<file path="config.mk">
export PLATFORM = sky130hd
export DESIGN_NAME = mixed_fxp_mul
export DESIGN_NICKNAME = d
export VERILOG_FILES = /design/src/rtl/mfm_pkg.sv /design/src/rtl/mfm_operand.sv /design/src/rtl/mfm_stage1.sv /design/src/rtl/mfm_out_stage.sv /design/src/rtl/mixed_fxp_mul.sv
export SDC_FILE = /design/constraint.sdc
export NUM_CORES = 2
export LEC_CHECK = 0
export CORE_ASPECT_RATIO = 1.5
export CORE_MARGIN = 1
export CORE_UTILIZATION = 43
export DETAILED_ROUTE_END_ITERATION = 8
export GPL_TIMING_DRIVEN = 0
export PLACE_DENSITY = 0.69
export SYNTH_ARGS = -nofsm -noshare
export SYNTH_HDL_FRONTEND = slang
export SYNTH_SLANG_ARGS = --single-unit
</file>
<file path="constraint.sdc">
create_clock -name clk -period 21.5 [get_ports clk]
set_clock_uncertainty 0.05 [all_clocks]
set_input_delay 6.45 -clock clk [delete_from_list [all_inputs] [get_ports clk]]
set_output_delay 6.45 -clock clk [all_outputs]
set_load 0.005 [all_outputs]
</file>
<file path="src/rtl/mfm_pkg.sv">
package mfm_pkg;

    // Control bits that ride along with the stage-one operand registers.
    typedef struct packed {
        logic shift;
        logic any_signed;
    } mfm_ctl_t;

    // Kind of an operand after its format control is applied.
    typedef enum logic [1:0] {
        OPK_UNSIGNED  = 2'd0,
        OPK_SIGNED    = 2'd1,
        OPK_MAGNITUDE = 2'd2
    } mfm_opkind_t;

    function automatic mfm_opkind_t opkind(input logic is_signed, input logic take_abs);
        if (!is_signed)    return OPK_UNSIGNED;
        else if (take_abs) return OPK_MAGNITUDE;
        else               return OPK_SIGNED;
    endfunction

endpackage

</file>
<file path="src/rtl/mfm_operand.sv">
module mfm_operand
    import mfm_pkg::*;
#(
    parameter int W = 32
) (
    input  logic [W-1:0]     raw,
    input  logic             is_signed,
    input  logic             take_abs,
    output logic signed [W:0] ext
);
    logic signed [W:0] widened;

    always_comb begin
        unique case (opkind(is_signed, take_abs))
            OPK_SIGNED:    widened = {raw[W-1], raw};
            OPK_MAGNITUDE: widened = {raw[W-1], raw};
            default:       widened = {1'b0, raw};
        endcase
        if (opkind(is_signed, take_abs) == OPK_MAGNITUDE && raw[W-1])
            ext = -widened;
        else
            ext = widened;
    end

endmodule

</file>
<file path="src/rtl/mfm_stage1.sv">
module mfm_stage1
    import mfm_pkg::*;
#(
    parameter int W = 32
) (
    input  logic              clk,
    input  logic              rst,
    input  logic signed [W:0] a_ext,
    input  logic signed [W:0] b_ext,
    input  mfm_ctl_t          ctl_in,
    output logic [2*W-1:0]    prod,
    output mfm_ctl_t          ctl_out
);
    localparam int PW = 2 * W;

    logic signed [W:0] a_q, b_q;
    logic signed [PW-1:0] a_wide, b_wide, mult;

    always_ff @(posedge clk) begin
        if (rst) begin
            a_q     <= '0;
            b_q     <= '0;
            ctl_out <= '0;
        end else begin
            a_q     <= a_ext;
            b_q     <= b_ext;
            ctl_out <= ctl_in;
        end
    end

    always_comb begin
        a_wide = a_q;
        b_wide = b_q;
        mult   = a_wide * b_wide;
    end

    assign prod = mult;

endmodule

</file>
<file path="src/rtl/mfm_out_stage.sv">
module mfm_out_stage
    import mfm_pkg::*;
#(
    parameter int W = 32
) (
    input  logic           clk,
    input  logic           rst,
    input  logic           hold_n,
    input  logic [2*W-1:0] prod,
    input  mfm_ctl_t       ctl,
    output logic [2*W-1:0] word_q,
    output logic           ovf_q
);
    localparam int PW = 2 * W;

    logic [PW-1:0] aligned;
    logic          lost_bit;

    always_comb begin
        aligned  = ctl.shift ? {prod[PW-2:0], 1'b0} : prod;
        lost_bit = ctl.any_signed ? (prod[PW-1] ^ prod[PW-2]) : prod[PW-1];
    end

    always_ff @(posedge clk) begin
        if (rst) begin
            word_q <= '0;
            ovf_q  <= 1'b0;
        end else if (hold_n) begin
            word_q <= aligned;
            ovf_q  <= ctl.shift & lost_bit;
        end
    end

endmodule

</file>
<file path="src/rtl/mixed_fxp_mul.sv">
module mixed_fxp_mul
    import mfm_pkg::*;
#(
    parameter int WIDTH = 32
) (
    input  logic             clk,
    input  logic             rst,
    input  logic [WIDTH-1:0] a_in,
    input  logic [WIDTH-1:0] b_in,
    input  logic             a_signed,
    input  logic             b_signed,
    input  logic             a_abs,
    input  logic             b_abs,
    input  logic             shift_left,
    input  logic             hold_n,
    input  logic             hi_sel,
    input  logic             out_en,
    output logic [WIDTH-1:0] dout,
    output logic             dout_valid,
    output logic             ovf
);
    localparam int NOPS = 2;
    localparam int PW   = 2 * WIDTH;

    logic [NOPS-1:0][WIDTH-1:0] raw_ops;
    logic [NOPS-1:0]            fmt_signed, fmt_abs;
    logic signed [WIDTH:0]      ext_ops [NOPS];

    mfm_ctl_t       ctl_in, s1_ctl;
    logic [PW-1:0]  s1_prod;
    logic [PW-1:0]  out_word;
    logic           out_ovf;
    logic           s1_shift;

    assign raw_ops    = {b_in, a_in};
    assign fmt_signed = {b_signed, a_signed};
    assign fmt_abs    = {b_abs, a_abs};

    generate
        for (genvar g = 0; g < NOPS; g++) begin : g_opnd
            mfm_operand #(.W(WIDTH)) u_opnd (
                .raw       (raw_ops[g]),
                .is_signed (fmt_signed[g]),
                .take_abs  (fmt_abs[g]),
                .ext       (ext_ops[g])
            );
        end
    endgenerate

    always_comb begin
        ctl_in.shift      = shift_left;
        ctl_in.any_signed = a_signed | b_signed;
    end

    mfm_stage1 #(.W(WIDTH)) u_s1 (
        .clk     (clk),
        .rst     (rst),
        .a_ext   (ext_ops[0]),
        .b_ext   (ext_ops[1]),
        .ctl_in  (ctl_in),
        .prod    (s1_prod),
        .ctl_out (s1_ctl)
    );

    assign s1_shift = s1_ctl.shift;

    mfm_out_stage #(.W(WIDTH)) u_out (
        .clk    (clk),
        .rst    (rst),
        .hold_n (hold_n),
        .prod   (s1_prod),
        .ctl    (s1_ctl),
        .word_q (out_word),
        .ovf_q  (out_ovf)
    );

    always_comb begin
        if (!out_en)     dout = '0;
        else if (hi_sel) dout = out_word[PW-1:WIDTH];
        else             dout = out_word[WIDTH-1:0];
    end

    assign dout_valid = out_en;
    assign ovf        = out_ovf;

endmodule

</file>
==> impl_summary.md <==
Run status
The flow ran to the end, but the final reports show violations. The checks that failed: max-capacitance violations, max-slew violations.

GRT
The total congestion overflow after global routing is 0. The total track usage is 37.2%. The number of antenna violations at the first check in global routing is 7. Entering global routing, the biggest net connects 25 pins. The via count of the first global-routing pass is 38,300. The first global-routing pass estimated about 270,000 um of wire.

Cells and area
The number of inserted filler cells in the final layout is between 10,000 and 15,000. The share of layout cells above drive strength 1 is 1.67%. The final net count is between 6,000 and 7,000. The final core utilization is 46.8%. In the layout the commonest cells are 1,135 x sky130_fd_sc_hd__inv_1, 1,124 x sky130_fd_sc_hd__fa_1, 679 x sky130_fd_sc_hd__nand2_1, 467 x sky130_fd_sc_hd__and2_1, 241 x sky130_fd_sc_hd__clkbuf_1. The area of the multi-input gates is 36,700 sq um. Leaving out fill and tap cells, the most frequent cell in the layout is sky130_fd_sc_hd__inv_1. The area occupied by registers is 2660 sq um. The post-synthesis to final-layout area growth is 7.60%.

Logic synthesis
The number of standard cells after synthesis is 4,952. The prevailing post-synth register cell is sky130_fd_sc_hd__dfxtp_1. The synthesized design spends more area on one cell type than any other, namely sky130_fd_sc_hd__fa_1. The share of the Yosys chip area taken by registers is 5.95%. Counting flops with a built-in enable in the synthesized netlist gives 0. A synthesized cell averages 9.03 sq um. Yosys printed 0 warnings.

The synthesized netlist occupies a cell area of ~45,000 sq um. Sorting the synthesized cells by area gives the leading types as sky130_fd_sc_hd__fa_1 50%, sky130_fd_sc_hd__inv_1 9.5%, sky130_fd_sc_hd__and2_1 6.5%. In this run, synthesis produced a sequential element count of 133.

The fraction of registers with async set/reset is 0%. Synthesis produced a netlist with a net count of 6,365. The number of distinct library cell variants in the gate-level netlist after synthesis is 75. The fraction of post-synthesis cell area in the top cell type by area is between 50% and 60%.

Clocking
The number of hold buffers added after cts is 0. After clock tree synthesis, the clock-pin slew on the worst setup and hold paths is 60 ps. Buffers added to address setup during post-CTS repair amount to 0. The CTS buffer count is 17. The worst-skew pair later-pin latency is 430 ps. CTS placed an instance of sky130_fd_sc_hd__clkbuf_16 at the clock tree root.

The longest clock path from root to sink contains 2 buffers. The clock sink count is 133. TritonCTS built the clock tree. The number of H-tree levels is 4. The number of gates given a new drive strength after cts is 0.

STA
The post-layout worst setup margin is 6610 ps. Hold timing on the final database bottoms out at a slack of around 420 ps. The total count of max-transition violations in the final report is 11.

The slew at the pin closest to its max-slew limit is 1530 ps. The post-route setup TNS is 0 ps. The final hold violation count is 0. Dividing the final minimum period by the clock period gives 69.3%. Derived from the worst setup path, the maximum achievable clock frequency is 67.2 MHz.

The normalized max-slew margin is -1.95%. Setup repair after global routing left no endpoint under its margin. The number of setup violations in the final report is 0. The worst path in the final design needs a cycle of 14,890 ps, including I/O delays and setup.

Drt
Dividing the detail-routed wire length by the instance count gives 29.3 um. After the first detailed-routing iteration, the DRC count stood at 3,212. The detailed-routing iteration count for the pre-antenna-repair pass is 6.

In the routed design, unresolved DRC markers number 0. The detail route stage leaves a number of antenna-violating nets equal to 0. The final wirelength is about 190,000 um.

The via-per-instance ratio is 5.52. Summing over every cut layer, the via total after detailed routing is roughly 36,000.

Floorplanning
The die is 265 um wide. The die area is approximately 110,000 sq um. The count of pins on the block boundary is 108. The floorplan die height is 397 um. In this run the core area contains 144 standard-cell rows. The core area is 103,000 sq um.

The initial utilization of the core area, before any placement, comes to 43.5%.

Worst setup path
For flop-to-flop paths, the worst setup slack is 10,860 ps. The worst setup path category is primary input to output pin. The worst endpoint required time is 15,000 ps. The worst-path maximum fanout is 10. The critical path capture point type is an output pin.

The data arrival time of the worst path is between 8000 and 9000 ps. The nature of the critical path startpoint is a primary input.

Power
The worst-case vdd ir drop is 0.184 mV. In this run the power density over the cells is about 130 nW/um^2. Summed over all cells, the static leakage comes to 23.3 nW.

Run
The count of maximum capacitance violations is 2.

Placement
At the end of routability-driven placement, the weighted congestion stood at 1.07. Timing analysis after detailed placement gives a worst setup slack of between 6000 and 7000 ps. During placement, the flow inserted port buffers numbering 106. Summed over all nets, the half-perimeter wirelength after detailed placement is 161,000 um.

Worst hold path
The worst min-delay path category is register to register.
-- critical path, cell delays in order --
cell                              delay [ps]
sky130_fd_sc_hd__clkbuf_1                320
sky130_fd_sc_hd__buf_1                   650
sky130_fd_sc_hd__mux2i_1                 260
sky130_fd_sc_hd__nor2b_1                 160
sky130_fd_sc_hd__clkdlybuf4s50_1         550
-- metrics by stage --
stage | cell area, sq um | total power [mW] | cells
floorplan | 44700 | 3.65 | 4952
global placement | 47500 | 5.77 | 6445
detailed placement | 47500 | 5.78 | 6445
CTS | 48100 | 6.12 | 6477
global route | 48100 | 6.71 | 6478
finish | 48100 | 6.30 | 6486
-- synth_stat cells (9+ instances only) --
| cell type | n |
|---|---|
| sky130_fd_sc_hd__nor3_1 | 24 |
| sky130_fd_sc_hd__xnor2_1 | 73 |
| sky130_fd_sc_hd__a31oi_1 | 9 |
| sky130_fd_sc_hd__ha_1 | 214 |
| sky130_fd_sc_hd__nand3_1 | 24 |
| sky130_fd_sc_hd__inv_1 | 1135 |
| sky130_fd_sc_hd__dfxtp_1 | 133 |
| sky130_fd_sc_hd__nand2b_1 | 13 |
| sky130_fd_sc_hd__fa_1 | 1125 |
| sky130_fd_sc_hd__o21ai_0 | 61 |
| sky130_fd_sc_hd__nor2b_1 | 64 |
| sky130_fd_sc_hd__a21o_1 | 31 |
| sky130_fd_sc_hd__clkbuf_1 | 239 |
| sky130_fd_sc_hd__xor2_1 | 51 |
| sky130_fd_sc_hd__mux2i_1 | 69 |
| sky130_fd_sc_hd__and2_1 | 467 |
| sky130_fd_sc_hd__a211oi_1 | 51 |
| sky130_fd_sc_hd__and3_1 | 11 |
| sky130_fd_sc_hd__a21oi_1 | 118 |
| sky130_fd_sc_hd__or3_1 | 21 |
| sky130_fd_sc_hd__buf_2 | 19 |
| sky130_fd_sc_hd__nand2_1 | 679 |
| sky130_fd_sc_hd__nand4_1 | 17 |
| sky130_fd_sc_hd__nor2_1 | 168 |
-- flip-flops by register name, summed over array words and instances (netlist names) --
signal,cells
u_out.word_q,64
u_s1.b_q,33
u_s1.a_q,33
u_s1.ctl_out,2
u_out.ovf_q,1
-- final timing paths --
check               start                to  cells past startpoint
max                hi_sel          dout[27]                      5
min           u_out.ovf_q       u_out.ovf_q                      2
max reg2reg  u_s1.a_q[32]  u_out.word_q[63]                     28
min reg2reg   u_out.ovf_q       u_out.ovf_q                      2
-- cell type report --
type                    count  share of cell area, %
inverters                1136                   8.86
well taps                1387                   3.60
repair buffers            107                   2.24
flip-flops and latches    133                   5.53
multi-input cells        3411                   76.3
clock buffers              19                  0.899
clock inverters            13                  0.281
plain buffers             272                   2.26
diodes                      8                 0.0416
-- layer usage --
metal | vias up | track usage [%] | share of wire, % | routed length [um]
li1 | 14800 | - | - | -
met1 | 18500 | 41.9 | 34 | 65200
met2 | 1876 | 60.1 | 47 | 89200
met3 | 627 | 6.19 | 7.2 | 13600
met4 | 6 | 34.5 | 11 | 21700
met5 | - | 0.229 | 0.037 | 70
-- cell families after synthesis --
logic type                 count (synthesis)  synth area share, %
buffers and inverters                   1408                 12.0
muxes                                     70                 1.57
DFF                                      133                 5.95
AOI/OAI and AO/OA                        360                 5.31
xor gates and xnor gates                 125                 2.46
and+or+nand+nor                         1517                 16.4
adders and majority gates               1339                 56.3
-- where the power goes --
part	internal (mW)	switching [mW]	total [mW]
Sequential	0.299	0.0649	0.364
Combinational	1.89	3.76	5.65
Clock	0.170	0.115	0.285
(Power assumes the default switching activity.)
